===== config.mk =====
export PLATFORM = sky130hd
export DESIGN_NAME = srch_pipe_fifo
export DESIGN_NICKNAME = d
export VERILOG_FILES = /design/src/rtl/sfifo_pkg.sv /design/src/rtl/sfifo_ctrl.sv /design/src/rtl/sfifo_store.sv /design/src/rtl/sfifo_match.sv /design/src/rtl/srch_pipe_fifo.sv
export SDC_FILE = /design/constraint.sdc
export NUM_CORES = 1
export LEC_CHECK = 0
export ABC_AREA = 1
export BUFFER_PORTS_ARGS = -buffer_cell sky130_fd_sc_hd__buf_2
export CELL_PAD_IN_SITES_DETAIL_PLACEMENT = 1
export CELL_PAD_IN_SITES_GLOBAL_PLACEMENT = 2
export CORE_UTILIZATION = 36
export CTS_CLUSTER_SIZE = 30
export DETAILED_ROUTE_END_ITERATION = 7
export HOLD_SLACK_MARGIN = 0.06
export MAX_ROUTING_LAYER = met4
export PLACE_DENSITY_LB_ADDON = 0.05
export SYNTH_ARGS = -nofsm -noshare
export SYNTH_HDL_FRONTEND = slang
export SYNTH_SLANG_ARGS = --single-unit

===== constraint.sdc =====
create_clock -name clk -period 2.52 [get_ports clk]
set_clock_uncertainty 0.1 [all_clocks]
set_input_delay 0 -clock clk [delete_from_list [all_inputs] [get_ports clk]]
set_output_delay 0 -clock clk [all_outputs]
set_load 0.01 [all_outputs]

===== src/rtl/sfifo_pkg.sv =====
package sfifo_pkg;

    // Kind of occupancy change applied at the next edge
    typedef enum logic [2:0] {
        OP_HOLD  = 3'd0,
        OP_PUSH  = 3'd1,
        OP_POP   = 3'd2,
        OP_SWAP  = 3'd3,
        OP_FLUSH = 3'd4
    } sfifo_op_e;

endpackage


===== src/rtl/sfifo_ctrl.sv =====
module sfifo_ctrl #(
    parameter int DEPTH = 4,
    localparam int PW = $clog2(DEPTH),
    localparam int CW = $clog2(DEPTH + 1)
) (
    input  logic          clk,
    input  logic          rst_n,
    input  logic          enq_valid,
    input  logic          deq_req,
    input  logic          clr,
    output logic          enq_ready,
    output logic          deq_ready,
    output logic          enq_fire,
    output logic          deq_fire,
    output logic          flush,
    output logic [PW-1:0] wr_ptr,
    output logic [PW-1:0] rd_ptr,
    output logic [CW-1:0] cnt
);
    import sfifo_pkg::*;

    typedef struct packed {
        logic [PW-1:0] wr;
        logic [PW-1:0] rd;
        logic [CW-1:0] cnt;
    } ctrl_t;

    ctrl_t     st_d, st_q;
    sfifo_op_e op;

    function automatic logic [PW-1:0] bump(input logic [PW-1:0] p);
        return (p == PW'(DEPTH - 1)) ? '0 : p + 1'b1;
    endfunction

    always_comb begin
        deq_ready = (st_q.cnt != '0);
        deq_fire  = deq_req && deq_ready;
        enq_ready = (st_q.cnt != CW'(DEPTH)) || deq_fire;
        enq_fire  = enq_valid && enq_ready && !clr;
        flush     = clr;

        if (clr)                        op = OP_FLUSH;
        else if (enq_fire && deq_fire)  op = OP_SWAP;
        else if (enq_fire)              op = OP_PUSH;
        else if (deq_fire)              op = OP_POP;
        else                            op = OP_HOLD;

        st_d = st_q;
        unique case (op)
            OP_FLUSH: st_d = '0;
            OP_PUSH: begin
                st_d.wr  = bump(st_q.wr);
                st_d.cnt = st_q.cnt + 1'b1;
            end
            OP_POP: begin
                st_d.rd  = bump(st_q.rd);
                st_d.cnt = st_q.cnt - 1'b1;
            end
            OP_SWAP: begin
                st_d.wr = bump(st_q.wr);
                st_d.rd = bump(st_q.rd);
            end
            default: st_d = st_q;
        endcase
    end

    always_ff @(posedge clk) begin
        if (!rst_n) st_q <= '0;
        else        st_q <= st_d;
    end

    assign wr_ptr = st_q.wr;
    assign rd_ptr = st_q.rd;
    assign cnt    = st_q.cnt;

endmodule


===== src/rtl/sfifo_store.sv =====
module sfifo_store #(
    parameter int DEPTH = 4,
    parameter int ENT_W = 14,
    localparam int PW = $clog2(DEPTH)
) (
    input  logic                   clk,
    input  logic                   rst_n,
    input  logic                   wr_en,
    input  logic [PW-1:0]          wr_ptr,
    input  logic [ENT_W-1:0]       wr_data,
    input  logic                   rd_en,
    input  logic [PW-1:0]          rd_ptr,
    input  logic                   flush,
    output logic [ENT_W-1:0]       rd_data,
    output logic [DEPTH*ENT_W-1:0] ent_flat,
    output logic [DEPTH-1:0]       valid
);
    logic [ENT_W-1:0] mem_d [DEPTH];
    logic [ENT_W-1:0] mem_q [DEPTH];
    logic [DEPTH-1:0] valid_d, valid_q;

    always_comb begin
        for (int i = 0; i < DEPTH; i++) mem_d[i] = mem_q[i];
        valid_d = valid_q;
        if (rd_en) valid_d[rd_ptr] = 1'b0;
        if (wr_en) begin
            mem_d[wr_ptr]   = wr_data;
            valid_d[wr_ptr] = 1'b1;
        end
        if (flush) valid_d = '0;
    end

    always_ff @(posedge clk) begin
        if (!rst_n) begin
            for (int i = 0; i < DEPTH; i++) mem_q[i] <= '0;
            valid_q <= '0;
        end else begin
            for (int i = 0; i < DEPTH; i++) mem_q[i] <= mem_d[i];
            valid_q <= valid_d;
        end
    end

    assign rd_data = mem_q[rd_ptr];
    assign valid   = valid_q;

    for (genvar g = 0; g < DEPTH; g++) begin : g_flat
        assign ent_flat[g*ENT_W +: ENT_W] = mem_q[g];
    end

endmodule


===== src/rtl/sfifo_match.sv =====
module sfifo_match #(
    parameter int DEPTH = 4,
    parameter int KEY_W = 5,
    parameter int PAY_W = 8,
    localparam int ENT_W = 1 + KEY_W + PAY_W,
    localparam int PW = $clog2(DEPTH)
) (
    input  logic [DEPTH*ENT_W-1:0] ent_flat,
    input  logic [DEPTH-1:0]       valid,
    input  logic                   excl_en,
    input  logic [PW-1:0]          excl_ptr,
    input  logic [KEY_W-1:0]       key,
    output logic                   hit
);
    logic [DEPTH-1:0] slot_hit;

    for (genvar g = 0; g < DEPTH; g++) begin : g_cmp
        logic [ENT_W-1:0] ent;
        logic             leaving;
        assign ent     = ent_flat[g*ENT_W +: ENT_W];
        assign leaving = excl_en && (excl_ptr == PW'(g));
        assign slot_hit[g] = valid[g] && !leaving && ent[ENT_W-1]
                             && (ent[PAY_W +: KEY_W] == key);
    end

    assign hit = |slot_hit;

endmodule


===== src/rtl/srch_pipe_fifo.sv =====
module srch_pipe_fifo #(
    parameter int DEPTH = 4,
    parameter int KEY_W = 5,
    parameter int PAY_W = 8
) (
    input  logic             clk,
    input  logic             rst_n,
    input  logic             enq_valid,
    input  logic             enq_wr,
    input  logic [KEY_W-1:0] enq_dst,
    input  logic [PAY_W-1:0] enq_pay,
    output logic             enq_ready,
    input  logic             deq_req,
    output logic             deq_ready,
    output logic             first_wr,
    output logic [KEY_W-1:0] first_dst,
    output logic [PAY_W-1:0] first_pay,
    input  logic             clr,
    input  logic [KEY_W-1:0] find_key,
    output logic             find_hit
);
    localparam int ENT_W = 1 + KEY_W + PAY_W;
    localparam int PW    = $clog2(DEPTH);
    localparam int CW    = $clog2(DEPTH + 1);

    logic                   enq_fire, deq_fire, flush;
    logic [PW-1:0]          wr_ptr, rd_ptr;
    logic [CW-1:0]          cnt_w;
    logic [ENT_W-1:0]       head;
    logic [DEPTH*ENT_W-1:0] ent_flat;
    logic [DEPTH-1:0]       valid_w;

    sfifo_ctrl #(.DEPTH(DEPTH)) u_ctrl (
        .clk(clk), .rst_n(rst_n), .enq_valid(enq_valid), .deq_req(deq_req),
        .clr(clr), .enq_ready(enq_ready), .deq_ready(deq_ready),
        .enq_fire(enq_fire), .deq_fire(deq_fire), .flush(flush),
        .wr_ptr(wr_ptr), .rd_ptr(rd_ptr), .cnt(cnt_w)
    );

    sfifo_store #(.DEPTH(DEPTH), .ENT_W(ENT_W)) u_store (
        .clk(clk), .rst_n(rst_n), .wr_en(enq_fire), .wr_ptr(wr_ptr),
        .wr_data({enq_wr, enq_dst, enq_pay}), .rd_en(deq_fire),
        .rd_ptr(rd_ptr), .flush(flush), .rd_data(head),
        .ent_flat(ent_flat), .valid(valid_w)
    );

    sfifo_match #(.DEPTH(DEPTH), .KEY_W(KEY_W), .PAY_W(PAY_W)) u_match (
        .ent_flat(ent_flat), .valid(valid_w), .excl_en(deq_fire),
        .excl_ptr(rd_ptr), .key(find_key), .hit(find_hit)
    );

    assign first_wr  = head[ENT_W-1];
    assign first_dst = head[PAY_W +: KEY_W];
    assign first_pay = head[0 +: PAY_W];

endmodule


=== Yosys cells after proc, flatten, opt, wreduce, memory -nomap -nowiden ===
Memories as Yosys holds them, arrays and structs flattened. A register that Yosys moved wholly into a read port is not among the register bits.
Cells that the tools add are included.
Widths: inputs -> output; s select.

* Memory bits (writable): 56
* Output and inout port bits: 17
* Input port bits: 24
* Memories kept: 1
* Logic and storage cells: 102
* Flip-flop bits (word level): 11

{| class="wikitable"
|+ Memory list
! name !! words !! width !! read ports !! clocked after Yosys merged registers in !! write ports !! RTL line !! text
|-
| u_store.mem_q || 4 || 14 || 5 || 1 || 4 || sfifo_store.sv:19 || <nowiki>logic [ENT_W-1:0] mem_q [DEPTH];</nowiki>
|}

* Reductions and logical operators: 38
* $lt $le $gt $ge: 6
* Muxes and demuxes: 27
* Bitwise gates (word level): 9
* Add/subtract/negate cells: 4
* Equality and inequality tests: 13

{| class="wikitable"
|+ Operators by type and width
! operator !! number
|-
| $mux 14 || 5
|-
| $bwmux 56 || 1
|-
| $mux 56 || 1
|-
| $demux 14 s2 || 1
|-
| $logic_and 1x1->1 || 23
|-
| $eq 5x5->1 || 4
|-
| $mux 2 || 5
|-
| $mux 3 || 3
|-
| $pmux 3 s3 || 1
|-
| $mux 4 || 2
|-
| $pmux 2 s2 || 2
|-
| $eq 2x2->1 const B || 3
|-
| $eq 3x2->1 const B || 2
|-
| $lt 2x3->1 const B || 2
|-
| $reduce_bool 3->1 || 2
|-
| $reduce_or 2->1 || 3
|-
| $logic_not 1->1 || 5
|-
| $add 2x1->2 const B || 2
|-
| $and 4x4->4 || 1
|-
| $demux 1 s2 || 2
|-
| $ge 2x1->1 const B || 2
|-
| $mux 1 || 4
|-
| $not 4->4 || 1
|-
| $or 1x1->1 || 4
|-
| 15 further kinds || 16
|}

=== Longest topological paths before layout ===
Gate-level depths: netlist (run 1).

* Word-level depth: 13
* Gate-level depth with buffers: 10
* Gate-level depth less buffers: 10

=== By module ===
From an unflattened synthesis (run 1), not the netlist that was laid out.

* Cells, all modules: 522
* Area, all modules: 3,530.9 µm²

{| class="wikitable"
|+ By module, submodules not included
! module !! area an instance (µm²) !! times used !! sequential area each (µm²) !! cells each
|-
| sfifo_store || 2,642.5 || 1 || 1,201.2 || 355
|-
| sfifo_ctrl || 451.7 || 1 || 140.1 || 60
|-
| sfifo_match || 436.7 || 1 || 0.0 || 107
|}

=== Worst setup path before layout (run 1) ===
OpenSTA, ideal clock, no wires.

* Path type: register to register
* Start: register u_ctrl.st_q (netlist bit u_ctrl.cnt[2])
* End: register u_ctrl.st_q (netlist bit u_ctrl.cnt[2])
* Setup slack: 758 ps
* Data required time: 2,350 ps
* Buffers on the path: 0
* Cell stages (with the launch flop): 10
* Arrival time: 1,592 ps
* Clock period less this slack: 1,762 ps
* Cells stage by stage: dfxtp_1 inv_2 nand2_2 nand4_1 fa_1 xnor2_1 inv_1 nand2_1 nand2_1 a21oi_1

* Word-level cells in the longest chain between the ends: 10

{| class="wikitable"
|+ RTL lines
! what !! RTL line !! text
|-
| from (decl) || sfifo_ctrl.sv:28 || <nowiki>ctrl_t st_d, st_q;</nowiki>
|-
| from (signal assigned) || sfifo_ctrl.sv:69 || <nowiki>else st_q <= st_d;</nowiki>
|-
| $reduce_bool 3->1 (*) || sfifo_ctrl.sv:36 || <nowiki>deq_ready = (st_q.cnt != '0);</nowiki>
|-
| net deq_ready || srch_pipe_fifo.sv:14 || <nowiki>output logic deq_ready,</nowiki>
|-
| $logic_and 1x1->1 (*) || sfifo_ctrl.sv:37 || <nowiki>deq_fire = deq_req && deq_ready;</nowiki>
|-
| $logic_or 1x1->1 || sfifo_ctrl.sv:38 || <nowiki>enq_ready = (st_q.cnt != CW'(DEPTH)) || deq_fire;</nowiki>
|-
| $logic_and 1x1->1 (2 in a row) || sfifo_ctrl.sv:39 || <nowiki>enq_fire = enq_valid && enq_ready && !clr;</nowiki>
|-
| $mux 3 / $logic_and 1x1->1 (equally long branches) || sfifo_ctrl.sv:44, sfifo_ctrl.sv:43 ||
|-
| $mux 3 (*) || sfifo_ctrl.sv:43 || <nowiki>else if (enq_fire && deq_fire) op = OP_SWAP;</nowiki>
|-
| $mux 3 (*) || sfifo_ctrl.sv:42 || <nowiki>if (clr) op = OP_FLUSH;</nowiki>
|-
| $eq 3x2->1, or another cell as far along || sfifo_ctrl.sv:49 || <nowiki>unique case (op)</nowiki>
|-
| $pmux 3 s3 / $reduce_bool 3->1 (equally long branches) || -- ||
|}

Mark *: on every way through the listed nets, which the timed path passes. The rest lies on a longest branch.
A chain may end at the register's enable or synchronous reset.

==> metrics, run 1 <==
fin crit share=0.802; power density over cell area=595 mW/mm2; layout cells sized above 1=0.146; relative slew slack=0.592; WL final=~11000 um; worst-case clock buffer depth=2; drt first pass iters=4; Syn Area/Cell=approximately 7.3 um2; clock slew at the register clock pins of the worst setup and hold paths=0.08 ns; Hold/Removal Path Class=reg -> reg; Max Slew Vio Count=0; most common cell after layout, fill and taps aside=nand2_1; largest net degree at the start of global routing=38; Seq/Total Area, Yosys=0.404; outcome=finished clean; # Max-Cap Violations=0; CTS sink count=just under 70; root buf cell=clkbuf_8; WP buf/inv=3; clock latency on the worst-skew pair=approximately 0.35 ns; hold_buf cts=18; GRT overflow=0; Inserted Diodes=0; initial core utilization=0.370; number of global-route vias before repair=around 3400; commonest cells after routing, fill and taps aside=nand2_1 (77), a21oi_1 (76), dfxtp_1 (69); WL/cell=16.6 um; cts repair resizes=0; post-route antenna net violation count=0; final setup violation count=0; worst slew pin tran=0.612 ns; GP Congestion=0.775; Fillers=1183; placed insts=616; worst path cell trace=buf_4 -> inv_1 -> o21ai_0 -> o22ai_1 -> buf_2; min cycle time layout=2.02 ns; drt drc=0; RSZ-0062 raised after global routing=no; FF+latch area=0.00138 mm2; startpoint types=flip-flop; Synth cell types=23; Die Area=0.00990 mm2; Fin Hold WS=around 0.36 ns; Post-Syn Area=0.00342 mm2; die width=99.5 um; CP endpoint kind=output pin; drt via density=5.19; Final Hold Viols=0; core area=a little over 0.009 mm2; synthesized netlist cell count=466; CP max stage cell=inv_1; IO buf count=40; Crit Path Category=reg -> out; Crit Path Max Fanout=16; delay-heaviest family, CP=buffers and inverters; #FFs+latches synth=69; Die Y=99.5 um; crit-path max cell delay=0.48 ns; CTS H-tree depth=3; Post-CTS Setup Repair Bufs=0; Detailed Place HPWL=7140 um; GRT Resource Usage Total=0.240; Final nets=549; initial antenna violation count=0; initial DRC count=77; cts bufs inserted=9; Ports=between 40 and 50; Mapped Nets=499; first-pass GRT wire length=17700 um; worst path required time=2.42 ns; Max VDD drop=248 uV; row count=35; non-filler cells in the finished layout=650; Setup TNS=0 ns; Lkg Pwr=1.62 nW; TritonCTS clock tree=done; via count=3376; f_max=495 MHz; Area Growth Syn to Fin=18.5%; area taken by multi-input logic gates=0.00176 mm2; Worst Path Arrival=~1.9 ns; Ys Warns=0
==> area by class of cell <==
| class | count | share of cell area |
|---|---|---|
| clock buffers | 10 | 0.0339 |
| multi-input cells | 342 | 0.435 |
| flip-flops and latches | 69 | 0.341 |
| well taps | 129 | 0.0398 |
| repair buffers | 67 | 0.110 |
| inverters | 27 | 0.0250 |
| clock inverters | 6 | 0.0154 |
==> through the flow <==
stage	instance area, um2	utilization	power [mW]	worst slack (ns)
after floorplan	3420	-	1.36	0.758
after global placement	3680	0.398	1.48	0.666
after detailed placement	3680	0.398	1.48	0.586
after CTS	4060	0.439	2.43	0.530
after global routing	4060	0.439	2.53	0.309
final	4060	0.439	2.41	0.499
==> worst register-to-register path: stages (launching register included) <==
cell,delay (ns)
dfxtp_1,0.36
nor2_1,0.09
nand2_2,0.15
nand4_1,0.24
fa_1,0.46
xnor2_1,0.19
inv_1,0.06
nand2_1,0.07
nand2_1,0.06
a21oi_1,0.12
==> cell families (layout without fill, tap and decap cells) <==
family | Yosys count | count (layout) | share of synthesized area
simple gates | 191 | 191 | 0.250
compound gates | 128 | 128 | 0.194
flops | 69 | 69 | 0.404
buf+inv | 55 | 110 | 0.0811
xor+xnor | 14 | 14 | 0.0358
fa+ha+maj | 9 | 9 | 0.0351
==> sequential cells by signal (all words and copies together), names as in the netlist, named ones only <==
| name | count |
|---|---|
| u_ctrl.wr_ptr | 2 |
| u_ctrl.rd_ptr | 2 |
| u_store.valid | 4 |
| u_store.mem_q | 56 |
| u_ctrl.cnt | 3 |
==> layer usage <==
metal | vias to the layer above | part of all wire | track usage
met5 | - | 0 | -
met4 | 0 | 0.012 | 0.0735
met3 | 12 | 0.018 | 0.0288
met2 | 42 | 0.47 | 0.380
met1 | 1656 | 0.50 | 0.322
li1 | 1666 | - | -
==> power breakdown <==
part	switching, mW	total [mW]	internal, mW
logic	0.220	0.344	0.124
clock network	0.456	0.937	0.481
registers	0.0180	1.13	1.11
==> cells in the mapped netlist, drive strengths merged <==
cell     n  share of area
nand2   84           0.10
xor2    13          0.033
nand4    3         0.0055
inv     27          0.030
dfxtp   69           0.40
nand3   59          0.086
o211a    1         0.0029
xnor2    1         0.0026
o22ai   12          0.022
nor2    45          0.054
ha       8          0.029
fa       1         0.0058
o21ai   38          0.056
buf     11          0.033
a21oi   77           0.11
clkbuf  17          0.019
==> final timing paths <==
| path | slack (ns) | depth (start not counted) | start | endpoint |
|---|---|---|---|---|
| setup reg to reg | 0.55 | 9 | u_ctrl.cnt[1]$_SDFFE_PN0P_ | u_ctrl.cnt[2]$_SDFFE_PN0P_ |
| hold reg to reg | 0.36 | 2 | u_store.mem_q[2][0]$_SDFFE_PN0P_ | u_store.mem_q[2][0]$_SDFFE_PN0P_ |
| hold / removal | 0.36 | 2 | u_store.mem_q[2][0]$_SDFFE_PN0P_ | u_store.mem_q[2][0]$_SDFFE_PN0P_ |
| setup / recovery | 0.50 | 5 | flip-flop | first_pay[0] |
Power figures use the tool's default switching activity.
==> run 2, diff against run 1 <==
- ABC_AREA: 1 -> 0
- CORE_UTILIZATION: 36 -> 34
- clock period: 2.52 -> 1.7 ns (I/O delays scaled with it)
==> run 2 against run 1 <==
The run now ends with setup timing left. First-iteration DRC count down 58%. Critical path depth up 3. Clock-buffer cell count is the same. Core utilization rose by 1.8 points. Combinational power grew 21%. Area after synthesis shrank 0.11%. Largest cell class unchanged. Largest power group unchanged.
==> metrics, run 2 <==
outcome=complete, but fails checks; failing checks=setup timing; CP endpoint kind=flip-flop; Seq/Total Area, Yosys=0.404 (+0.000443); f_max=492 MHz; Syn Area/Cell=10.4 um2 (+41%); non-filler cells in the finished layout=550 (-15%); most common cell after layout, fill and taps aside=nand2_1; Mapped Nets=362 (-27%); combinational share of power=0.122 (-0.020); die width=102 um (+2.8%); placed insts=505 (-18%); initial core utilization=0.350 (-0.0206); hold path endpoint=u_ctrl.rd_ptr[0]$_SDFFE_PN0N_; TritonCTS clock tree=done; commonest cells after routing, fill and taps aside=nand2_1 (77), dfxtp_1 (63), mux2i_1 (56); fin area=0.00447 mm2 (+10%); Setup TNS=-16.53 ns (-16.53 ns); ys async rst share=0 (unchanged); drt first pass iters=4 (unchanged); Final nets=445 (-19%); min cycle time layout=2.03 ns; final setup violation count=67 (+67); fin crit share=1.20; worst path cell trace=nor3_4 -> inv_2 -> nand2_2 -> or3_4 -> fa_2 -> or3b_4 -> a31oi_1 -> a21oi_1; core area=0.00977 mm2 (+5.8%); largest cells by area after synthesis=dfxtp_1 (40%), mux2i_1 (16%), mux4_2 (9.2%), nand2_1 (8.8%), xnor2_1 (3.1%); row count=36 (+2.9%); min-delay src=deq_req; max reg flops=56 (unchanged); area leader, netlist=dfxtp_1; worst reg2reg path depth=8 (-1); cts bufs inserted=9 (unchanged); Critical R2R Capture=u_ctrl.cnt[2]$_SDFFE_PN0P_; drt drc=0 (unchanged); clock slew at the register clock pins of the worst setup and hold paths=0.07 ns (about the same); worst-case clock buffer depth=2 (unchanged); via count=2632 (-22%); dpl cell area=0.00388 mm2 (+5.5%); met2 WL=4610 um (-9.3%); post-synth top area share=0.404 (+0.000443); worst hold stages=5 (+3); CTS sink count=69 (unchanged); Post-Syn Area=0.00342 mm2 (-0.11%); layout cells sized above 1=0.319 (+0.173); Cell Int Power=2.56 mW (+49%); NetSw=0.873 mW (+26%); Detailed Place HPWL=5810 um (-19%); Lkg Pwr=2.02 nW (+25%); worst slew pin tran=0.449 ns (-0.163 ns); worst path required time=1.80 ns (-0.62 ns); Area Growth Syn to Fin=30.6%; clock latency on the worst-skew pair=0.33 ns (-0.02 ns); setup slack, reg-to-reg=-0.33 ns (-0.88 ns); Tot Pwr=3.43 mW (+42%); Crit Path Category=reg -> reg; Sw Share=0.255 (-0.0330); RR Startpoint=u_ctrl.cnt[0]$_SDFFE_PN0P_; WL/cell=16.6 um (about the same); Worst Path Arrival=2.13 ns (+0.21 ns); largest net degree at the start of global routing=56 (+47%); synthesized netlist cell count=329 (-29%); post-route antenna net violation count=0 (unchanged); root buf cell=clkbuf_8; initial DRC count=32 (-58%); clock share of power=0.394 (+0.006); Hold/Removal Path Class=in -> reg; power density over cell area=768 mW/mm2 (+29%); M1 WL=4280 um (-20%); CTS H-tree depth=3 (unchanged); Ys Warns=0 (unchanged); WL final=9130 um (-15%); # Max-Cap Violations=0 (unchanged); Synth cell types=36 (+57%); top sig layer=met4; Final Util=0.457 (+0.0180); count of flip-flops with a built-in enable after synthesis=0 (unchanged); first-pass GRT wire length=14800 um (-17%); GP Congestion=0.705 (-9.0%); initial antenna violation count=0 (unchanged); Inserted Diodes=0 (unchanged); Max Slew Vio Count=0 (unchanged); Crit Path Max Fanout=2 (-14); Fillers=1123 (-5.1%); DR WL met3=164 um (-16%); RSZ-0062 raised after global routing=yes; Worst Slack Setup Final=-0.333 ns (-0.832 ns); Top reg by flops=u_store.mem_q; sequential power share=0.484 (+0.015); GRT Resource Usage Total=0.198 (-0.0418); Post-synth top flop=dfxtp_1; Ports=41 (unchanged); Die Y=102 um (+2.8%); relative slew slack=0.697 (+0.105); GRT overflow=0 (unchanged); Max VDD drop=334 uV (+35%); cell with the most instances after synthesis=nand2_1; IO buf count=40 (unchanged); Commonest cells post-synth=nand2_1 (80), dfxtp_1 (69), mux2i_1 (56), clkbuf_1 (14), mux4_2 (14); crit-path max cell delay=0.40 ns (-0.08 ns); Die Area=0.0105 mm2 (+5.6%); CP max stage cell=or3b_4; drt via density=4.79 (-7.9%); #FFs+latches synth=69 (unchanged); startpoint types=flip-flop; Final Hold Viols=0 (unchanged); number of global-route vias before repair=2755 (-18%)
-- run 2: through the flow --
stage | worst slack, ns | hold WS [ns]
after floorplan | -0.430 | 0.0214
after global placement | -0.365 | 0.231
after detailed placement | -0.391 | 0.240
after CTS | -0.370 | 0.0548
after global routing | -0.410 | 0.0777
final | -0.333 | 0.0627
-- run 2: kinds of logic after synthesis --
family / Yosys count / share of synthesized area
buffers and inverters: 29 / 0.0534
adders and majority gates: 9 / 0.0351
muxes: 70 / 0.256
AOI/OAI and AO/OA: 22 / 0.0388
and+or+nand+nor: 109 / 0.159
xor gates and xnor gates: 21 / 0.0538
DFF: 69 / 0.404
-- run 2: worst max-delay path: cells and delay by family (launching register included) --
kind | cells | cell delay [ns]
buffers and inverters | 1 | 0.06
AOI/OAI and AO/OA | 2 | 0.21
DFF | 1 | 0.36
adders and majority gates | 1 | 0.35
and+or+nand+nor | 4 | 0.83
-- run 2: worst max-delay path by stage --
stage / startpoint / endpoint / slack, ns / cells past startpoint
4_1_cts: u_ctrl.cnt[0]$_SDFFE_PN0P_ / u_ctrl.cnt[2]$_SDFFE_PN0P_ / -0.37 / 8
5_1_grt: u_ctrl.cnt[1]$_SDFFE_PN0P_ / u_ctrl.cnt[2]$_SDFFE_PN0P_ / -0.41 / 8
6_report: u_ctrl.cnt[0]$_SDFFE_PN0P_ / u_ctrl.cnt[2]$_SDFFE_PN0P_ / -0.33 / 8
3_3_place_gp: u_ctrl.cnt[2]$_SDFFE_PN0P_ / u_ctrl.cnt[2]$_SDFFE_PN0P_ / -0.36 / 9
2_1_floorplan: u_ctrl.cnt[0]$_SDFFE_PN0P_ / u_ctrl.cnt[2]$_SDFFE_PN0P_ / -0.43 / 8
3_5_place_dp: u_ctrl.cnt[2]$_SDFFE_PN0P_ / u_ctrl.cnt[2]$_SDFFE_PN0P_ / -0.39 / 9
-- run 2: cell type report --
| cell class | count | area (um2) | area share |
|---|---|---|---|
| Clock buffer | 10 | 138 | 0.0308 |
| Clock inverter | 6 | 62.6 | 0.0140 |
| Inverter | 7 | 31.3 | 0.00700 |
| Multi-Input combinational cell | 235 | 2000 | 0.447 |
| Sequential cell | 69 | 1400 | 0.314 |
| Tap cell | 133 | 166 | 0.0373 |
| Timing Repair Buffer | 90 | 672 | 0.150 |
-- run 2: power by group through the flow --
stage	Combinational [mW]	Sequential [mW]	Clock, mW
finish	0.417	1.66	1.35
global route	0.451	1.66	1.50
CTS	0.416	1.66	1.40
detailed placement	0.345	1.70	0
global placement	0.342	1.70	0
floorplan	0.217	1.70	0
-- run 2: timing repair --
item | 4_1_cts | 5_1_grt
hold buffers | 17 | 0
setup endpoints to repair | 73 | 72
pin swaps | 10 | 7
buffers inserted | 6 | 2
resized for setup | 17 | 15
cloned | 4 | 0
endpoints found under the hold margin | 62 | 0
-- run 2: per-layer routing --
metal,vias to the layer above,track usage
met4,0,0.0462
met3,8,0.0410
met2,27,0.334
li1,1306,-
met5,-,-
met1,1291,0.244
==> run 3, diff against run 2 <==
- ABC_AREA: 0 -> 1
- BUFFER_PORTS_ARGS: -buffer_cell sky130_fd_sc_hd__buf_2 -> -buffer_cell sky130_fd_sc_hd__clkbuf_2
- CORE_UTILIZATION: 34 -> 33
- clock period: 1.7 -> 1.9 ns (I/O delays scaled with it)
==> run 3 against run 2 <==
Register-to-register slack better by 0.51 ns. Die area is 3.1% higher. Final cell count up 20%. Flip-flop and latch count did not move. Worst setup slack better by 0.50 ns. Clock power barely moved. Critical path depth is 1 higher. Non-clock buffer count down 15. Combinational power is 15% higher. The flow now finishes without violations. Sequential share of layout area up 1.9 points. Sequential power decreased by 9%.
==> metrics, run 3 (synthesized netlist as in run 1, its figures left out) <==
worst path required time=1.80 ns (about the same); fin crit share=0.914; drt via density=5.12 (+7.0%); sequential power share=0.448 (-0.036); combinational share of power=0.142 (+0.020); final setup violation count=0 (-100%); Setup TNS=0 ns (+16.53 ns); relative slew slack=0.770 (+0.0735); largest net degree at the start of global routing=39 (-30%); most common cell after layout, fill and taps aside=nand2_1; initial DRC count=74 (+130%); WL/cell=17.0 um (+2.5%); worst-case clock buffer depth=2 (unchanged); initial core utilization=0.345 (-0.00439); Max Slew Vio Count=0 (unchanged); Crit Path Category=reg -> out; min cycle time layout=~1.7 ns; GRT Resource Usage Total=0.222 (+0.0233); drt first pass iters=4 (unchanged); f_max=576 MHz; worst slew pin tran=0.344 ns (-0.105 ns); Inserted Diodes=0 (unchanged); TritonCTS clock tree=done; CTS H-tree depth=3 (unchanged); Area Growth Syn to Fin=21.6%; row count=36 (unchanged); post-route antenna net violation count=0 (unchanged); area taken by multi-input logic gates=0.00177 mm2 (-11%); GP Congestion=0.754 (+7.0%); pre-CTS WS=0.194 ns (+0.585 ns); via count=3391 (+29%); number of global-route vias before repair=3467 (+26%); NetSw=0.933 mW (+6.8%); Detailed Place HPWL=7440 um (+28%); IO buf count=40 (unchanged); commonest cells after routing, fill and taps aside=nand2_1 (77), a21oi_1 (76), dfxtp_1 (68); WL final=11300 um (+23%); die width=104 um (+1.5%); CP endpoint kind=output pin; Ports=41 (unchanged); max reg flops=56 (unchanged); Lkg Pwr=1.68 nW (-17%); Crit Path Max Fanout=7 (+5); clock latency on the worst-skew pair=0.34 ns (about the same); CTS sink count=69 (unchanged); Post-CTS Setup Repair Bufs=0 (-6); Fillers=1257 (+12%); Cell Int Power=2.43 mW (-4.9%); RSZ-0062 raised after global routing=no; Final Hold Viols=0 (unchanged); Top reg by flops=u_store.mem_q; layout cells sized above 1=0.163 (-0.156); initial antenna violation count=0 (unchanged); Hold/Removal Path Class=reg -> reg; clock share of power=0.410 (+0.016); Die Area=0.0108 mm2 (+3.1%); Max VDD drop=326 uV (-2.4%); root buf cell=clkbuf_8; Sw Share=0.277 (+0.0226); cts bufs inserted=9 (unchanged); clock slew at the register clock pins of the worst setup and hold paths=0.08 ns (about the same); GRT overflow=0 (unchanged); Worst Path Arrival=1.64 ns (-0.49 ns); outcome=finished clean; Final nets=557 (+25%); Worst Slack Setup Final=0.163 ns (+0.496 ns); first-pass GRT wire length=18500 um (+25%); # Max-Cap Violations=0 (unchanged); drt drc=0 (unchanged); Die Y=104 um (+1.5%); FF+latch area=0.00138 mm2 (-1.3%); power density over cell area=808 mW/mm2 (+5.3%); core area=0.00991 mm2 (+1.4%); startpoint types=flip-flop
[run 3: cell types whose count changed in the layout (fill, tap and decap cells not counted), moves of 8 or more]
cell / delta
inv_1: +21
nand3_1: +57
nand2_8: -8
mux2i_1: -56
nor2_1: +40
o21ai_0: +38
buf_4: -10
xnor2_1: -11
mux4_2: -14
clkbuf_2: +40
o22ai_1: +12
a21oi_1: +67
buf_2: -39
[run 3: final timing paths]
kind / endpoint / from / slack (ns) / cells past startpoint
setup / recovery: find_hit / u_ctrl.cnt[1]$_SDFFE_PN0P_ / 0.16 / 9
hold / removal: u_store.mem_q[2][6]$_SDFFE_PN0P_ / u_store.mem_q[2][6]$_SDFFE_PN0P_ / 0.36 / 2
setup reg to reg: u_ctrl.cnt[2]$_SDFFE_PN0P_ / u_ctrl.cnt[1]$_SDFFE_PN0P_ / 0.18 / 9
hold reg to reg: u_store.mem_q[2][6]$_SDFFE_PN0P_ / u_store.mem_q[2][6]$_SDFFE_PN0P_ / 0.36 / 2
[run 3: timing repair]
action | in CTS | in global routing
endpoints found under the setup margin | 0 | 4
hold buffers | 18 | 0
gates resized for setup | 0 | 2
hold endpoints to repair | 67 | 0
[run 3: stage by stage]
stage	instances	cell area, um2	total power, mW	hold WS [ns]	util
final	662	4160	3.36	0.363	0.420
after CTS	662	4160	3.40	0.364	0.420
after global routing	662	4160	3.51	0.374	0.420
after global placement	628	3750	1.98	0.211	0.379
after detailed placement	628	3750	1.99	0.218	0.379
after floorplan	466	3420	1.81	0.0644	-
[run 3: layout make-up]
cell class                 instances  share of cell area
sequential                        69               0.332
inverter                          27              0.0244
multi-input combinational        342               0.425
tap                              133              0.0400
clock buffer                      10              0.0331
timing repair buffer              75               0.125
clock inverter                     6              0.0207
[run 3: worst max-delay path, stage by stage (launching register included)]
cell and delay (ns):
dfxtp_1 0.34, nor2_2 0.19, nand2_2 0.08, buf_4 0.17
nand3_1 0.07, nand2_1 0.07, nor2_1 0.13, nor2_1 0.06
nand2_1 0.06, clkbuf_2 0.12
[run 3: power by group through the flow]
stage / combinational, mW / clock [mW] / sequential (mW)
after detailed placement: 0.454 / 0 / 1.54
after floorplan: 0.277 / 0 / 1.53
after global routing: 0.531 / 1.47 / 1.51
after global placement: 0.447 / 0 / 1.54
final: 0.478 / 1.38 / 1.51
after CTS: 0.484 / 1.41 / 1.51
[run 3: routing by layer]
metal | wire length [um] | part of all wire | global-route usage | vias up
li1 | - | - | - | 1676
met1 | 5500 | 0.49 | 0.284 | 1668
met2 | 5460 | 0.48 | 0.373 | 37
met3 | 210 | 0.019 | 0.0257 | 10
met4 | 93 | 0.0083 | 0.0551 | 0
met5 | 0 | 0 | - | -
